<file path="config.mk">
export PLATFORM = sky130hd
export DESIGN_NAME = irpw_capture
export DESIGN_NICKNAME = d
export VERILOG_FILES = /design/src/rtl/irpw_pkg.sv /design/src/rtl/irpw_prescaler.sv /design/src/rtl/irpw_glitch_filter.sv /design/src/rtl/irpw_fifo.sv /design/src/rtl/irpw_capture.sv
export SDC_FILE = /design/constraint.sdc
export NUM_CORES = 1
export LEC_CHECK = 0
export CORE_MARGIN = 1.5
export CORE_UTILIZATION = 65
export DETAILED_ROUTE_END_ITERATION = 7
export DONT_BUFFER_PORTS = 1
export PLACE_DENSITY_LB_ADDON = 0.05
export SYNTH_ARGS = -nofsm -noshare
export SYNTH_HDL_FRONTEND = slang
export SYNTH_HIERARCHICAL = 1
export SYNTH_SLANG_ARGS = --single-unit
</file>
<file path="constraint.sdc">
create_clock -name clk -period 6.4 [get_ports clk]
set_clock_uncertainty 0.05 [all_clocks]
set_input_delay 0.64 -clock clk [delete_from_list [all_inputs] [get_ports clk]]
set_output_delay 0.64 -clock clk [all_outputs]
set_load 0.01 [all_outputs]
</file>
<file path="src/rtl/irpw_pkg.sv">
`timescale 1ns/1ps
package irpw_pkg;
    typedef enum logic [1:0] {
        EDGE_NONE = 2'b00,
        EDGE_FALL = 2'b01,
        EDGE_RISE = 2'b10,
        EDGE_BOTH = 2'b11
    } edge_mode_e;

    typedef enum logic [1:0] {
        ST_OFF,
        ST_ARM,
        ST_MEASURE
    } cap_state_e;

    localparam int STAT_TO   = 0;
    localparam int STAT_OVR  = 1;
    localparam int STAT_BUSY = 2;
    localparam int STAT_SVC  = 4;
    localparam int STAT_W    = 5;
endpackage

</file>
<file path="src/rtl/irpw_prescaler.sv">
`timescale 1ns/1ps
module irpw_prescaler #(
    parameter int DIV_W = 16
) (
    input  logic             clk,
    input  logic             rst_n,
    input  logic             clr,
    input  logic [DIV_W-1:0] div,
    output logic             tick
);
    logic [DIV_W-1:0] phase_q;

    assign tick = (phase_q == div);

    always_ff @(posedge clk or negedge rst_n) begin
        if (!rst_n)             phase_q <= '0;
        else if (clr || tick)   phase_q <= '0;
        else                    phase_q <= phase_q + DIV_W'(1);
    end
endmodule

</file>
<file path="src/rtl/irpw_glitch_filter.sv">
`timescale 1ns/1ps
module irpw_glitch_filter #(
    parameter int FLT_W  = 16,
    parameter int SYNC_N = 2
) (
    input  logic             clk,
    input  logic             rst_n,
    input  logic             line_in,
    input  logic             invert,
    input  logic [FLT_W-1:0] min_len,
    output logic             level
);
    localparam logic [FLT_W-1:0] MIN_ACTIVE = FLT_W'(4);

    logic [SYNC_N-1:0] sync_q;
    logic              raw_lvl;
    logic              bypass;
    logic [FLT_W-1:0]  run_q;

    generate
        if (SYNC_N == 1) begin : g_one
            always_ff @(posedge clk or negedge rst_n) begin
                if (!rst_n) sync_q <= '0;
                else        sync_q <= line_in;
            end
        end else begin : g_chain
            always_ff @(posedge clk or negedge rst_n) begin
                if (!rst_n) sync_q <= '0;
                else        sync_q <= {sync_q[SYNC_N-2:0], line_in};
            end
        end
    endgenerate

    assign raw_lvl = sync_q[SYNC_N-1] ^ invert;
    assign bypass  = (min_len < MIN_ACTIVE);

    always_ff @(posedge clk or negedge rst_n) begin
        if (!rst_n) begin
            level <= 1'b0;
            run_q <= '0;
        end else if (bypass) begin
            level <= raw_lvl;
            run_q <= '0;
        end else if (raw_lvl == level) begin
            run_q <= '0;
        end else if (run_q >= min_len - FLT_W'(1)) begin
            level <= raw_lvl;
            run_q <= '0;
        end else begin
            run_q <= run_q + FLT_W'(1);
        end
    end
endmodule

</file>
<file path="src/rtl/irpw_fifo.sv">
`timescale 1ns/1ps
module irpw_fifo #(
    parameter int DW    = 17,
    parameter int DEPTH = 8,
    localparam int AW   = (DEPTH > 1) ? $clog2(DEPTH) : 1,
    localparam int LW   = $clog2(DEPTH + 1)
) (
    input  logic          clk,
    input  logic          rst_n,
    input  logic          push,
    input  logic [DW-1:0] push_data,
    input  logic          pop,
    output logic [DW-1:0] head,
    output logic [LW-1:0] level,
    output logic          full,
    output logic          empty
);
    logic [DW-1:0] mem [DEPTH];
    logic [AW-1:0] wr_q, rd_q;
    logic          do_push, do_pop;

    assign full    = (level == LW'(DEPTH));
    assign empty   = (level == '0);
    assign do_push = push && !full;
    assign do_pop  = pop && !empty;
    assign head    = mem[rd_q];

    function automatic logic [AW-1:0] bump(input logic [AW-1:0] p);
        return (p == AW'(DEPTH - 1)) ? '0 : p + AW'(1);
    endfunction

    always_ff @(posedge clk) begin
        if (do_push) mem[wr_q] <= push_data;
    end

    always_ff @(posedge clk or negedge rst_n) begin
        if (!rst_n) begin
            wr_q  <= '0;
            rd_q  <= '0;
            level <= '0;
        end else begin
            if (do_push) wr_q <= bump(wr_q);
            if (do_pop)  rd_q <= bump(rd_q);
            unique case ({do_push, do_pop})
                2'b10:   level <= level + LW'(1);
                2'b01:   level <= level - LW'(1);
                default: level <= level;
            endcase
        end
    end
endmodule

</file>
<file path="src/rtl/irpw_capture.sv">
`timescale 1ns/1ps
module irpw_capture
    import irpw_pkg::*;
#(
    parameter int DIV_W      = 16,
    parameter int FLT_W      = 16,
    parameter int CNT_W      = 18,
    parameter int FIFO_DEPTH = 8,
    localparam int WID_W     = CNT_W - 2,
    localparam int ENT_W     = WID_W + 2,
    localparam int LW        = $clog2(FIFO_DEPTH + 1)
) (
    input  logic              clk,
    input  logic              rst_n,
    input  logic              rx_en,
    input  logic              rx_invert,
    input  logic [1:0]        edge_sel,
    input  logic [DIV_W-1:0]  tick_div,
    input  logic [FLT_W-1:0]  glitch_len,
    input  logic [4:0]        irq_en,
    input  logic              ir_in,
    input  logic              pop,
    output logic [ENT_W-1:0]  rd_data,
    output logic [4:0]        status,
    output logic              irq
);
    localparam logic [CNT_W-1:0] CNT_MAX = {CNT_W{1'b1}};

    cap_state_e        state_q, state_d;
    edge_mode_e        mode;
    logic              flt, flt_d, rise, fall, hit;
    logic              tick, presc_clr;
    logic [CNT_W-1:0]  cnt_q;
    logic              cnt_clr, cnt_inc;
    logic              push_req, set_to;
    logic [WID_W:0]    push_data;
    logic [WID_W:0]    fifo_head;
    logic [LW-1:0]     fifo_level;
    logic              fifo_full, fifo_empty;
    logic              to_q, ovr_q;

    irpw_glitch_filter #(.FLT_W(FLT_W), .SYNC_N(2)) u_filt (
        .clk(clk), .rst_n(rst_n), .line_in(ir_in), .invert(rx_invert),
        .min_len(glitch_len), .level(flt)
    );

    irpw_prescaler #(.DIV_W(DIV_W)) u_presc (
        .clk(clk), .rst_n(rst_n), .clr(presc_clr), .div(tick_div), .tick(tick)
    );

    irpw_fifo #(.DW(WID_W + 1), .DEPTH(FIFO_DEPTH)) u_fifo (
        .clk(clk), .rst_n(rst_n), .push(push_req), .push_data(push_data),
        .pop(pop), .head(fifo_head), .level(fifo_level),
        .full(fifo_full), .empty(fifo_empty)
    );

    always_ff @(posedge clk or negedge rst_n) begin
        if (!rst_n) flt_d <= 1'b0;
        else        flt_d <= flt;
    end

    assign rise = flt && !flt_d;
    assign fall = !flt && flt_d;
    assign mode = edge_mode_e'(edge_sel);

    always_comb begin
        unique case (mode)
            EDGE_NONE: hit = 1'b0;
            EDGE_FALL: hit = fall;
            EDGE_RISE: hit = rise;
            EDGE_BOTH: hit = rise || fall;
        endcase
    end

    // State register
    always_ff @(posedge clk or negedge rst_n) begin
        if (!rst_n) state_q <= ST_OFF;
        else        state_q <= state_d;
    end

    // Outputs and transitions
    always_comb begin
        state_d   = state_q;
        cnt_clr   = 1'b0;
        cnt_inc   = 1'b0;
        presc_clr = 1'b0;
        push_req  = 1'b0;
        set_to    = 1'b0;
        push_data = '0;
        unique case (state_q)
            ST_OFF: begin
                cnt_clr   = 1'b1;
                presc_clr = 1'b1;
                if (rx_en) state_d = ST_ARM;
            end
            ST_ARM: begin
                cnt_clr   = 1'b1;
                presc_clr = 1'b1;
                if (!rx_en)   state_d = ST_OFF;
                else if (hit) state_d = ST_MEASURE;
            end
            ST_MEASURE: begin
                if (!rx_en) begin
                    cnt_clr   = 1'b1;
                    presc_clr = 1'b1;
                    state_d   = ST_OFF;
                end else if (hit) begin
                    push_req  = 1'b1;
                    push_data = {flt_d, cnt_q[CNT_W-1:2]};
                    cnt_clr   = 1'b1;
                    presc_clr = 1'b1;
                end else if (tick && cnt_q == CNT_MAX) begin
                    push_req  = 1'b1;
                    push_data = '1;
                    set_to    = 1'b1;
                    cnt_clr   = 1'b1;
                    presc_clr = 1'b1;
                    state_d   = ST_ARM;
                end else if (tick) begin
                    cnt_inc = 1'b1;
                end
            end
            default: state_d = ST_OFF;
        endcase
    end

    always_ff @(posedge clk or negedge rst_n) begin
        if (!rst_n)       cnt_q <= '0;
        else if (cnt_clr) cnt_q <= '0;
        else if (cnt_inc) cnt_q <= cnt_q + CNT_W'(1);
    end

    always_ff @(posedge clk or negedge rst_n) begin
        if (!rst_n) begin
            to_q  <= 1'b0;
            ovr_q <= 1'b0;
        end else if (!rx_en) begin
            to_q  <= 1'b0;
            ovr_q <= 1'b0;
        end else begin
            if (set_to)                to_q  <= 1'b1;
            if (push_req && fifo_full) ovr_q <= 1'b1;
        end
    end

    assign rd_data = fifo_empty ? '0 : {1'b1, fifo_head};

    always_comb begin
        status           = '0;
        status[STAT_TO]   = to_q;
        status[STAT_OVR]  = ovr_q;
        status[STAT_BUSY] = (state_q == ST_MEASURE);
        status[STAT_SVC]  = (fifo_level >= LW'(FIFO_DEPTH / 2));
    end

    assign irq = |(status & irq_en);
endmodule

</file>
==> impl_results.html <==
<table>
<tr><th>Metric</th><th>Value</th></tr>
<tr><th colspan="2">Global route</th></tr>
<tr><td>Pin count of the biggest net entering global routing</td><td>69</td></tr>
<tr><td>Number of global-route vias before repair</td><td>5829</td></tr>
<tr><td>Global routing met3 resource utilization</td><td>3.840%</td></tr>
<tr><td>Met2 track demand over resource in global routing</td><td>40.29%</td></tr>
<tr><td>Global-route track usage on met1</td><td>33.10%</td></tr>
<tr><td>Number of antenna violations at the first check in global routing</td><td>0</td></tr>
<tr><td>Busiest metal layer after global routing</td><td>met2</td></tr>
<tr><td>Total congestion overflow</td><td>0</td></tr>
<tr><td>Wire length of the first global-routing pass</td><td>30.39 mm</td></tr>
<tr><td>GRT Total Usage</td><td>23.81%</td></tr>
<tr><th colspan="2">Worst setup path</th></tr>
<tr><td>Launch point of the critical path</td><td>u_presc/phase_q[5]$_DFF_PN0_</td></tr>
<tr><td>Startpoint types</td><td>register</td></tr>
<tr><td>Required time at the worst-slack endpoint</td><td>between 6 and 7 ns</td></tr>
<tr><td>Critical path type</td><td>reg2reg</td></tr>
<tr><td>Max Fanout on Critical Path</td><td>20</td></tr>
<tr><td>Crit path arrival time</td><td>slightly below 5 ns</td></tr>
<tr><td>Cell depth of the worst flop-to-flop path</td><td>12</td></tr>
<tr><td>Register-to-register setup slack</td><td>1.74 ns</td></tr>
<tr><td>Sort of element at the end of the critical path</td><td>register</td></tr>
<tr><td>Critical R2R Launch</td><td>u_presc/phase_q[5]$_DFF_PN0_</td></tr>
<tr><td>Worst setup endpoint</td><td>u_fifo/level[3]$_DFFE_PN0P_</td></tr>
<tr><td>Reg-to-Reg End</td><td>u_fifo/level[3]$_DFFE_PN0P_</td></tr>
<tr><th colspan="2">Detailed routing</th></tr>
<tr><td>Vias after detailed routing</td><td>5916</td></tr>
<tr><td>Wirelength per Cell</td><td>just under 20 µm</td></tr>
<tr><td>Final ANT Viol Nets</td><td>0</td></tr>
<tr><td>Length of the first detailed-routing pass in iterations</td><td>5</td></tr>
<tr><td>Final routed wirelength across all metal layers</td><td>between 15 and 20 mm</td></tr>
<tr><td>Detail-routed via count per cell</td><td>6.214</td></tr>
<tr><td>Residual DRC</td><td>0</td></tr>
<tr><td>Number of DRC violations after detailed-routing iteration 0</td><td>366</td></tr>
<tr><th colspan="2">Timing</th></tr>
<tr><td>Setup Total Neg Slack</td><td>0 ns</td></tr>
<tr><td>Max Fclk</td><td>214.8 MHz</td></tr>
<tr><td>Crit share post-route</td><td>72.75%</td></tr>
<tr><td>Setup-violating endpoint count in the final report</td><td>0</td></tr>
<tr><td>Fin crit period</td><td>4.656 ns</td></tr>
<tr><td>Hold Fails Final Rpt</td><td>0</td></tr>
<tr><td>Slew at the pin with the worst max-slew slack</td><td>1.094 ns</td></tr>
<tr><td>Worst slew margin</td><td>a little over a quarter</td></tr>
<tr><td>Unrepaired setup endpoints after global routing</td><td>no</td></tr>
<tr><td>Number of pins with negative max-slew slack in the final report</td><td>0</td></tr>
<tr><th colspan="2">Yosys</th></tr>
<tr><td>Syn_nets</td><td>797</td></tr>
<tr><td>Portion of synthesized cell area occupied by the leading cell type</td><td>about two fifths</td></tr>
<tr><td>Library cell with the highest instance count after synthesis</td><td>sky130_fd_sc_hd__edfxtp_1</td></tr>
<tr><td>Mapped Area</td><td>10190 µm²</td></tr>
<tr><td>Area contributors post-synth</td><td>sky130_fd_sc_hd__edfxtp_1 (40%), sky130_fd_sc_hd__dfrtp_1 (17%), sky130_fd_sc_hd__mux4_1 (8.5%), sky130_fd_sc_hd__ha_1 (3.6%), sky130_fd_sc_hd__xnor2_1 (2.9%)</td></tr>
<tr><td>Number of enable-type register cells in the synthesized netlist</td><td>136</td></tr>
<tr><td>Async set-reset flop share out of synthesis</td><td>about a third</td></tr>
<tr><td>Synth Instances</td><td>722</td></tr>
<tr><td>Proportion of synthesized chip area in sequential cells</td><td>56.78%</td></tr>
<tr><td>Synth Register Bits</td><td>204</td></tr>
<tr><td>Mean cell area of the mapped netlist</td><td>14.11 µm²</td></tr>
<tr><td>Number of different library cells in the post-synthesis netlist</td><td>75</td></tr>
<tr><td>Synth warnings</td><td>6</td></tr>
<tr><td>Primary flip-flop cell chosen by synthesis mapping</td><td>sky130_fd_sc_hd__edfxtp_1</td></tr>
<tr><td>Commonest cells in the synthesized netlist</td><td>sky130_fd_sc_hd__edfxtp_1 (136), sky130_fd_sc_hd__dfrtp_1 (68), sky130_fd_sc_hd__nor2_1 (35)</td></tr>
<tr><td>Post-synthesis cell type with the largest combined area</td><td>sky130_fd_sc_hd__edfxtp_1</td></tr>
<tr><th colspan="2">Cells and area</th></tr>
<tr><td>Relative area change from synthesis to final layout</td><td>8.191%</td></tr>
<tr><td>Ant diodes</td><td>0</td></tr>
<tr><td>Fraction of layout cells with a size suffix above 1</td><td>14.44%</td></tr>
<tr><td>Cell Count, Final, Fillers Out</td><td>952</td></tr>
<tr><td>Number of nets in the final layout</td><td>801</td></tr>
<tr><td>Design area</td><td>11020 µm²</td></tr>
<tr><td>Fill count</td><td>985</td></tr>
<tr><td>Final core utilization</td><td>72.24%</td></tr>
<tr><th colspan="2">Placed design</th></tr>
<tr><td>Detailed placer's ending HPWL</td><td>11.91 mm</td></tr>
<tr><td>Placed instance area</td><td>10310 µm²</td></tr>
<tr><td># port buffers</td><td>0</td></tr>
<tr><td>Total placed cells including tap cells</td><td>912</td></tr>
<tr><td>Placer Congestion</td><td>between 0.8 and 0.9</td></tr>
<tr><th colspan="2">Clocking</th></tr>
<tr><td>H-tree levels</td><td>1</td></tr>
<tr><td>Maximum number of buffers from clock root to sink</td><td>3</td></tr>
<tr><td>Clock transition at the registers of the reported paths</td><td>0.06 ns</td></tr>
<tr><td>Number of buffers created by CTS</td><td>21</td></tr>
<tr><td>Worst skew pair latency</td><td>0.49 ns</td></tr>
<tr><td>TritonCTS clock tree</td><td>done</td></tr>
<tr><td>Clock tree sinks</td><td>around 200</td></tr>
<tr><td>Library cell used as clock root buffer</td><td>sky130_fd_sc_hd__clkbuf_16</td></tr>
<tr><td>Resize count post-CTS</td><td>0</td></tr>
<tr><th colspan="2">Floorplan</th></tr>
<tr><td>Row count</td><td>45</td></tr>
<tr><td>Die X-Extent</td><td>around 130 µm</td></tr>
<tr><td>Io pins</td><td>69</td></tr>
<tr><td>Die outline area</td><td>approximately 16000 µm²</td></tr>
<tr><td>Starting Density</td><td>66.77%</td></tr>
<tr><td>Core area</td><td>15260 µm²</td></tr>
<tr><td>DIE HEIGHT</td><td>128.2 µm</td></tr>
<tr><th colspan="2">Hold path</th></tr>
<tr><td>Origin of the worst min-delay path</td><td>ir_in</td></tr>
<tr><td>Class of the tightest hold or removal check</td><td>in2reg</td></tr>
<tr><th colspan="2">Power and ir drop</th></tr>
<tr><td>Cell Pwr Density</td><td>about 320 nW/µm²</td></tr>
<tr><td>Switching Fraction</td><td>between 20% and 30%</td></tr>
<tr><td>Psw</td><td>0.0009506 W</td></tr>
<tr><td>Cell internal power dissipation</td><td>0.002522 W</td></tr>
<tr><td>Clk network pwr share</td><td>between 30% and 40%</td></tr>
<tr><td>Leakage power</td><td>3.712 nW</td></tr>
<tr><td>Total chip power</td><td>~0.0035 W</td></tr>
<tr><td>Fraction of power consumed by combinational cells</td><td>between 20% and 30%</td></tr>
<tr><td>Largest voltage drop on the vdd net</td><td>~0.28 mV</td></tr>
<tr><td>Portion of total power attributed to sequential cells</td><td>43.9%</td></tr>
<tr><th colspan="2">Status</th></tr>
<tr><td>Status</td><td>completed</td></tr>
<tr><th colspan="2">Job</th></tr>
<tr><td>Count of max-cap constraint violations</td><td>0</td></tr>
</table>
-- worst max-delay path, cell delays in order (launching register included) --
cell	delay, ns
sky130_fd_sc_hd__dfrtp_1	0.48
sky130_fd_sc_hd__xnor2_2	0.22
sky130_fd_sc_hd__nand4_2	0.16
sky130_fd_sc_hd__nor4_1	0.65
sky130_fd_sc_hd__inv_1	0.08
sky130_fd_sc_hd__or3b_1	0.53
sky130_fd_sc_hd__a21oi_4	0.55
sky130_fd_sc_hd__nand2_4	0.18
sky130_fd_sc_hd__ha_1	0.36
sky130_fd_sc_hd__ha_1	0.38
sky130_fd_sc_hd__or4b_2	0.64
sky130_fd_sc_hd__o311ai_0	0.13
sky130_fd_sc_hd__o211ai_1	0.12
-- power groups by stage --
stage | Sequential [W] | Combinational (W) | Clock (W)
6_report | 0.00152 | 0.000748 | 0.00120
5_1_grt | 0.00153 | 0.000816 | 0.00128
4_1_cts | 0.00152 | 0.000760 | 0.00122
3_5_place_dp | 0.00155 | 0.000744 | 0
3_3_place_gp | 0.00154 | 0.000718 | 0
2_1_floorplan | 0.00150 | 0.000688 | 0
-- worst min path at each step --
stage                                 end  slack (ns)  cells after the start
5_1_grt        u_filt/sync_q[0]$_DFF_PN0_        0.12                      0
2_1_floorplan  u_filt/sync_q[1]$_DFF_PN0_        0.28                      0
6_report       u_filt/sync_q[0]$_DFF_PN0_        0.13                      0
4_1_cts        u_filt/sync_q[0]$_DFF_PN0_        0.12                      0
3_3_place_gp   u_filt/sync_q[1]$_DFF_PN0_        0.28                      0
3_5_place_dp   u_filt/sync_q[1]$_DFF_PN0_        0.29                      0
-- registers in the layout (all words and copies together) (netlist names) --
register	count
u_fifo/wr_q	3
ovr_q	1
u_filt/run_q	16
to_q	1
cnt_q	18
u_presc/phase_q	16
u_filt/level	1
u_fifo/rd_q	3
u_fifo/mem	136
flt_d	1
state_q	2
u_fifo/level	4
u_filt/sync_q	2
-- through the flow --
| stage | worst slack [ns] | hold slack, ns |
|---|---|---|
| final | 1.744 | 0.1320 |
| after global routing | 1.489 | 0.1151 |
| after CTS | 1.724 | 0.1170 |
| after detailed placement | 1.614 | 0.2871 |
| after global placement | 1.777 | 0.2833 |
| after floorplan | 1.846 | 0.2812 |
-- final cells by class --
class | count | area (µm²) | share of cell area, %
clock inverter | 15 | 145.1 | 1.317
sequential | 204 | 5786 | 52.49
multi-input combinational | 468 | 4111 | 37.30
inverter | 19 | 71.32 | 0.6470
clock buffer | 23 | 533.0 | 4.835
timing repair buffer | 12 | 112.6 | 1.022
tap | 211 | 264.0 | 2.395
-- timing repair --
action                                 in CTS  in global routing
hold buffers                                2                  0
endpoints found under the hold margin      68                  0
setup buffers                               0                  0
-- cells by family after synthesis --
logic type	count (synthesis)	synth area share, %
AND/OR/NAND/NOR	229	13.07
adder cells (fa/ha/maj)	30	3.758
XOR/XNOR	59	5.146
multiplexers	58	11.37
buffers and inverters	50	3.242
AO/OA/AOI/OAI	91	6.595
flip-flops	204	56.78
other	1	0.03681
-- metal layers --
| layer | part of all wire [%] | wire [µm] | vias up |
|---|---|---|---|
| met3 | 4.2 | 790 | 23 |
| met5 | 0 | 0 | - |
| li1 | - | - | 2788 |
| met2 | 50 | 9423 | 122 |
| met1 | 44 | 8237 | 2983 |
| met4 | 1.6 | 301 | 0 |
-- cell usage in the layout, fill, tap and decap left out, drive strengths merged, types with 17 or more instances in the layout --
cell    instances
nor2           46
nand3          17
nand2          34
edfxtp        136
inv            20
xnor2          35
dfrtp          68
mux4           34
clkbuf         23
nor2b          25
mux2           23
a21oi          29
ha             29
o21a           19
xor2           24
nor3           17
nand4          22
(Power assumes the default switching activity.)
